`src/rtl/pts_pkg.sv`:
```
package pts_pkg;
  localparam int PHASE_W = 3;

  typedef enum logic [PHASE_W-1:0] {
    PH_IDLE     = 3'd0,
    PH_LOAD     = 3'd1,
    PH_SAVED    = 3'd2,
    PH_ISO      = 3'd3,
    PH_OFF      = 3'd4,
    PH_ON       = 3'd5,
    PH_DEISO    = 3'd6,
    PH_RESTORED = 3'd7
  } phase_e;

  localparam int NUM_CTRL = 4;
  localparam int CI_SAVE  = 3;
  localparam int CI_REST  = 2;
  localparam int CI_ISO   = 1;
  localparam int CI_OFF   = 0;
endpackage

```
`src/rtl/pts_rst_sync.sv`:
```
module pts_rst_sync #(
  parameter int STAGES = 2
) (
  input  logic clk,
  input  logic rst_n,
  output logic rst_sync_n
);
  localparam int LAST = STAGES - 1;

  logic [LAST:0] sync_q;

  always_ff @(posedge clk or negedge rst_n) begin
    if (!rst_n) begin
      sync_q <= '0;
    end else begin
      sync_q <= {sync_q[LAST-1:0], 1'b1};
    end
  end

  assign rst_sync_n = sync_q[LAST];
endmodule

```
`src/rtl/pts_seq_fsm.sv`:
```
module pts_seq_fsm
  import pts_pkg::*;
(
  input  logic               clk,
  input  logic               rst_n,
  input  logic               test_mode,
  input  logic               start,
  input  logic               step,
  input  logic               shift_in_done,
  input  logic               shift_out_done,
  output logic [NUM_CTRL-1:0] tctrl,
  output logic               busy,
  output logic [PHASE_W-1:0] phase
);
  phase_e phase_q, phase_d;
  logic   save_q, save_d;
  logic   rest_q, rest_d;
  logic   iso_q, iso_d;
  logic   off_q, off_d;

  // next-state decode
  always_comb begin
    phase_d = phase_q;
    if (!test_mode) begin
      phase_d = PH_IDLE;
    end else begin
      unique case (phase_q)
        PH_IDLE:     if (start) phase_d = PH_LOAD;
        PH_LOAD:     if (step && shift_in_done) phase_d = PH_SAVED;
        PH_SAVED:    if (step) phase_d = PH_ISO;
        PH_ISO:      if (step) phase_d = PH_OFF;
        PH_OFF:      if (step) phase_d = PH_ON;
        PH_ON:       if (step) phase_d = PH_DEISO;
        PH_DEISO:    if (step) phase_d = PH_RESTORED;
        PH_RESTORED: if (step && shift_out_done) phase_d = PH_IDLE;
        default:     phase_d = PH_IDLE;
      endcase
    end
    save_d = (phase_d == PH_SAVED) && (phase_q != PH_SAVED);
    rest_d = (phase_d == PH_RESTORED) && (phase_q != PH_RESTORED);
    iso_d  = (phase_d == PH_ISO) || (phase_d == PH_OFF) || (phase_d == PH_ON);
    off_d  = (phase_d == PH_OFF);
  end

  // state and registered test-side controls
  always_ff @(posedge clk or negedge rst_n) begin
    if (!rst_n) begin
      phase_q <= PH_IDLE;
      save_q  <= 1'b0;
      rest_q  <= 1'b0;
      iso_q   <= 1'b0;
      off_q   <= 1'b0;
    end else begin
      phase_q <= phase_d;
      save_q  <= save_d;
      rest_q  <= rest_d;
      iso_q   <= iso_d;
      off_q   <= off_d;
    end
  end

  always_comb begin
    tctrl          = '0;
    tctrl[CI_SAVE] = save_q;
    tctrl[CI_REST] = rest_q;
    tctrl[CI_ISO]  = iso_q;
    tctrl[CI_OFF]  = off_q;
  end

  assign busy  = (phase_q != PH_IDLE);
  assign phase = phase_q;


  off_needs_iso_chk: assert property (@(posedge clk) disable iff (!rst_n)
    off_q |-> iso_q);


  save_pulse_chk: assert property (@(posedge clk) disable iff (!rst_n)
    save_q |=> !save_q);


  restore_phase_chk: assert property (@(posedge clk) disable iff (!rst_n)
    rest_q |-> (phase_q == PH_RESTORED));


  hold_state_chk: assert property (@(posedge clk) disable iff (!rst_n)
    (test_mode && !step) |=> ($stable(iso_q) && $stable(off_q)));


  busy_start_chk: assert property (@(posedge clk) disable iff (!rst_n)
    (busy && test_mode && start && !step) |=> $stable(phase_q));


  abort_chk: assert property (@(posedge clk) disable iff (!rst_n)
    !test_mode |=> (phase_q == PH_IDLE) && !iso_q && !off_q);
endmodule

```
`src/rtl/pts_ovr_mux.sv`:
```
module pts_ovr_mux #(
  parameter int WIDTH = 4
) (
  input  logic             sel_test,
  input  logic [WIDTH-1:0] func_req,
  input  logic [WIDTH-1:0] test_req,
  output logic [WIDTH-1:0] ctrl_out
);
  for (genvar g = 0; g < WIDTH; g++) begin : g_bit
    assign ctrl_out[g] = sel_test ? test_req[g] : func_req[g];
  end
endmodule

```
`src/rtl/pwr_test_seq.sv`:
```
module pwr_test_seq
  import pts_pkg::*;
#(
  parameter int RST_STAGES = 2
) (
  input  logic               clk,
  input  logic               rst_n,
  input  logic               test_mode,
  input  logic               start,
  input  logic               step,
  input  logic               shift_in_done,
  input  logic               shift_out_done,
  input  logic               func_ret_save,
  input  logic               func_ret_restore,
  input  logic               func_iso_en,
  input  logic               func_pwr_off,
  output logic               ret_save,
  output logic               ret_restore,
  output logic               iso_en,
  output logic               pwr_off,
  output logic               busy,
  output logic [PHASE_W-1:0] phase
);
  logic                rst_sync_n;
  logic [NUM_CTRL-1:0] func_vec;
  logic [NUM_CTRL-1:0] test_vec;
  logic [NUM_CTRL-1:0] out_vec;

  pts_rst_sync #(.STAGES(RST_STAGES)) u_rst (
    .clk        (clk),
    .rst_n      (rst_n),
    .rst_sync_n (rst_sync_n)
  );

  pts_seq_fsm u_fsm (
    .clk            (clk),
    .rst_n          (rst_sync_n),
    .test_mode      (test_mode),
    .start          (start),
    .step           (step),
    .shift_in_done  (shift_in_done),
    .shift_out_done (shift_out_done),
    .tctrl          (test_vec),
    .busy           (busy),
    .phase          (phase)
  );

  always_comb begin
    func_vec          = '0;
    func_vec[CI_SAVE] = func_ret_save;
    func_vec[CI_REST] = func_ret_restore;
    func_vec[CI_ISO]  = func_iso_en;
    func_vec[CI_OFF]  = func_pwr_off;
  end

  pts_ovr_mux #(.WIDTH(NUM_CTRL)) u_mux (
    .sel_test (test_mode),
    .func_req (func_vec),
    .test_req (test_vec),
    .ctrl_out (out_vec)
  );

  assign ret_save    = out_vec[CI_SAVE];
  assign ret_restore = out_vec[CI_REST];
  assign iso_en      = out_vec[CI_ISO];
  assign pwr_off     = out_vec[CI_OFF];


  idle_quiet_chk: assert property (@(posedge clk) disable iff (!rst_sync_n)
    (test_mode && (phase == PH_IDLE)) |-> !(ret_save || ret_restore || iso_en || pwr_off));


  top_off_iso_chk: assert property (@(posedge clk) disable iff (!rst_sync_n)
    (test_mode && pwr_off) |-> (iso_en && phase == PH_OFF));
endmodule

```
`config.mk`:
```
export PLATFORM = sky130hd
export DESIGN_NAME = pwr_test_seq
export DESIGN_NICKNAME = d
export VERILOG_FILES = /design/src/rtl/pts_pkg.sv /design/src/rtl/pts_rst_sync.sv /design/src/rtl/pts_seq_fsm.sv /design/src/rtl/pts_ovr_mux.sv /design/src/rtl/pwr_test_seq.sv
export SDC_FILE = /design/constraint.sdc
export NUM_CORES = 1
export LEC_CHECK = 0
export CAP_MARGIN = 15
export CORE_AREA = 2 2 39 41
export CTS_BUF_LIST = sky130_fd_sc_hd__clkbuf_4
export DETAILED_ROUTE_END_ITERATION = 8
export DIE_AREA = 0 0 41 43
export GPL_TIMING_DRIVEN = 0
export PLACE_DENSITY = 0.78
export SYNTH_ARGS = -nofsm -noshare
export SYNTH_HDL_FRONTEND = slang
export SYNTH_SLANG_ARGS = --single-unit
```
`constraint.sdc`:
```
create_clock -name clk -period 1.25 [get_ports clk]
set_input_delay 0.1875 -clock clk [delete_from_list [all_inputs] [get_ports clk]]
set_output_delay 0.1875 -clock clk [all_outputs]
set_load 0.05 [all_outputs]
```
==> flow_summary.json <==
{
  "critPathRequiredTime_ns": 1.06,
  "synth_area_leader_cell": "dfrtp_1",
  "fill_cells": 133,
  "clock_skew_ns": 0.003082,
  "dp_hpwl_um": 760.6,
  "p_leak_uw": 0.0003167,
  "grt_pass1_wl_mm": 1.649,
  "rows": 14,
  "viasPerCell": 5.195,
  "setup_violations": 5,
  "synthAdderAreaFrac_pct": 0,
  "path_class": "reg2out",
  "post-route-period-util_pct": 119.8,
  "htreeDepth": 1,
  "num-nets-final": 78,
  "report.final.slew_viol_count": 0,
  "die_x_um": 41,
  "grt_usage_pct": 15.61,
  "port_buffers": 16,
  "hold_class": "in2async",
  "ant_nets": 0,
  "grt.overflow.total": 0,
  "maxCapViolCount": 0,
  "pre_cts_ws_ns": -0.5249,
  "clk_path_buf_depth": 2,
  "finalSetupTns_ns": -0.9013,
  "synth_compound_area_share_pct": 14.29,
  "initial_core_util_pct": 33.54,
  "die-area_um2": 1763,
  "grt_max_degree": 11,
  "core-area_um2": 1384,
  "place_congestion": 0.8240,
  "violations": "negative setup slack",
  "syn_inst": 45,
  "synth_area_leaders": "dfrtp_1, mux2_1, a21oi_1",
  "synth_area_per_cell_um2": 10.32,
  "peakVddDrop_uv": 395.6,
  "routedWlPerCell_um": 12.74,
  "drive_above_1_share_pct": 36.36,
  "synth.ff_latch_count": 9,
  "area_delta_synth_final_pct": 53.64,
  "synthesis.area_um2": 464.2,
  "yosys.area_share.simple_pct": 17.25,
  "synth_top_family_by_area": "simple AND/OR/NAND/NOR gates",
  "drt_iter0_drc": 9,
  "cp-start-kind": "register",
  "yosys_warnings": 0,
  "worst_slack_ns": -0.2479,
  "cts_buffers": 3,
  "clk_pin_slew_ns": 0.05,
  "synth_mux_area_share_pct": 9.704,
  "hold_viol": 0,
  "drc": 0,
  "power_density_nw_per_um2": 1066,
  "die_h_um": 43,
  "outcome": "finished with violations",
  "rsz0062_at_grt": "yes",
  "cp.arrival_ns": 1.31,
  "synth_nets": 56,
  "end_kind": "output pin",
  "synth_top_cell_area_share_pct": 48.52,
  "clk_latency_ns": 0.26,
  "dr.pass1.iters": 4,
  "max_freq_ghz": 0.6676,
  "yosysSeqAreaShare_pct": 48.52,
  "synth_cell_types": 24,
  "cts_tree": "built",
  "antenna_found_initial": 0,
  "cts_num_sinks": 9,
  "antenna_cells": 0,
  "clockRootBuffer": "clkbuf_4",
  "postRouteWirelength_mm": 1.045,
  "crit_fanout": 3,
  "period_needed_ns": 1.498,
  "synthXorXnorAreaFrac_pct": 1.887,
  "design.portCount": 19,
  "first_global_vias": 399,
  "num_vias": 426
}
-- registers in the layout, indices dropped and copies added (netlist names) --
signal	flops
u_rst.sync_q	2
u_fsm.phase	3
u_fsm.off_q	1
u_fsm.rest_q	1
u_fsm.save_q	1
u_fsm.iso_q	1
-- metrics by stage --
stage	hold WS, ns	total power (uW)	std cells	utilization [%]	instance area, um^2
floorplan	-0.1081	439.1	45	-	474.2
global placement	0.1054	504.6	77	47.29	654.4
detailed placement	0.1074	507.5	77	47.29	654.4
CTS	0.08670	769.2	82	51.45	711.9
global route	0.09197	798.5	82	51.54	713.2
finish	0.09155	760.6	82	51.54	713.2
-- logic make-up (layout without fill, tap and decap cells) --
family,Yosys count,after routing
flops,9,9
simple gates,13,13
other cells,1,1
xor+xnor,1,1
mux,4,4
compound gates,10,10
buf+inv,7,28
-- area by class of cell --
cell class                 count  area, um^2  share of cell area (%)
sequential                     9       229.0                   32.11
buffer                         4       31.28                   4.386
timing repair buffer          17       172.7                   24.21
clock buffer                   4       30.03                   4.211
tap                           16       20.02                   2.807
inverter                       3       11.26                   1.579
multi-input combinational     29       219.0                   30.70
-- worst paths after layout --
| path | from | to | slack [ns] | cells past startpoint |
|---|---|---|---|---|
| worst max-delay path | u_fsm.phase[0] | busy | -0.25 | 3 |
| worst min register to register | u_rst.sync_q[1] | u_fsm.iso_q | 0.10 | 0 |
| max in group asynchronous | u_rst.sync_q[1] | u_fsm.phase[0] | 0.93 | 0 |
| worst max register to register | u_fsm.phase[0] | u_fsm.save_q | -0.22 | 5 |
| worst min-delay path | rst_n | u_rst.sync_q[0] | 0.09 | 1 |
| min in group clk | step | u_fsm.rest_q | 0.29 | 3 |
-- routing by layer --
layer  wire length [um]  track usage [%]  part of all wire (%)
met3                 74            3.141                   7.1
met2                506            24.38                    48
met5                  0                0                     0
met4                 55            18.00                   5.3
met1                409            14.24                    39
-- placed cells by master (no fill, tap or decap), types with 2 or more instances in the layout --
master and count:
a211oi_1 2, a21oi_1 4, buf_6 6, clkbuf_4 4, clkdlybuf4s50_1 8, dfrtp_1 6
dfrtp_2 3, inv_1 2, mux2_4 4, nand2_1 4, nor4_1 2
-- timing repair --
action / in CTS / in global routing
buffers inserted: 1 / 0
gates resized for setup: 49 / 2
hold buffers: 0 / 0
setup endpoints to repair: 11 / 9
-- synth_stat cells --
cell	count
dfrtp_1	9
a21oi_1	4
mux2_1	4
nand2_1	4
a211oi_1	2
clkbuf_1	2
inv_1	2
nor4_1	2
a2bb2oi_1	1
and2_1	1
and4b_1	1
buf_2	1
buf_6	1
conb_1	1
inv_2	1
nand2b_1	1
nand3_1	1
nand3b_1	1
nand4_1	1
o211ai_1	1
o21ai_0	1
o32a_1	1
or3_4	1
xor2_1	1
-- where the power goes --
group          switching [uW]  internal (uW)  leakage, uW  total [uW]
Combinational             115           98.8     0.000183         214
Sequential               8.36            302     0.000115         310
Clock                    92.5            144    0.0000184         237
-- worst max-delay path, stage by stage (launching register included) --
cell and delay (ns):
dfrtp_2 0.40, buf_6 0.12, or3_4 0.37, buf_8 0.16
Power figures use the tool's default switching activity.
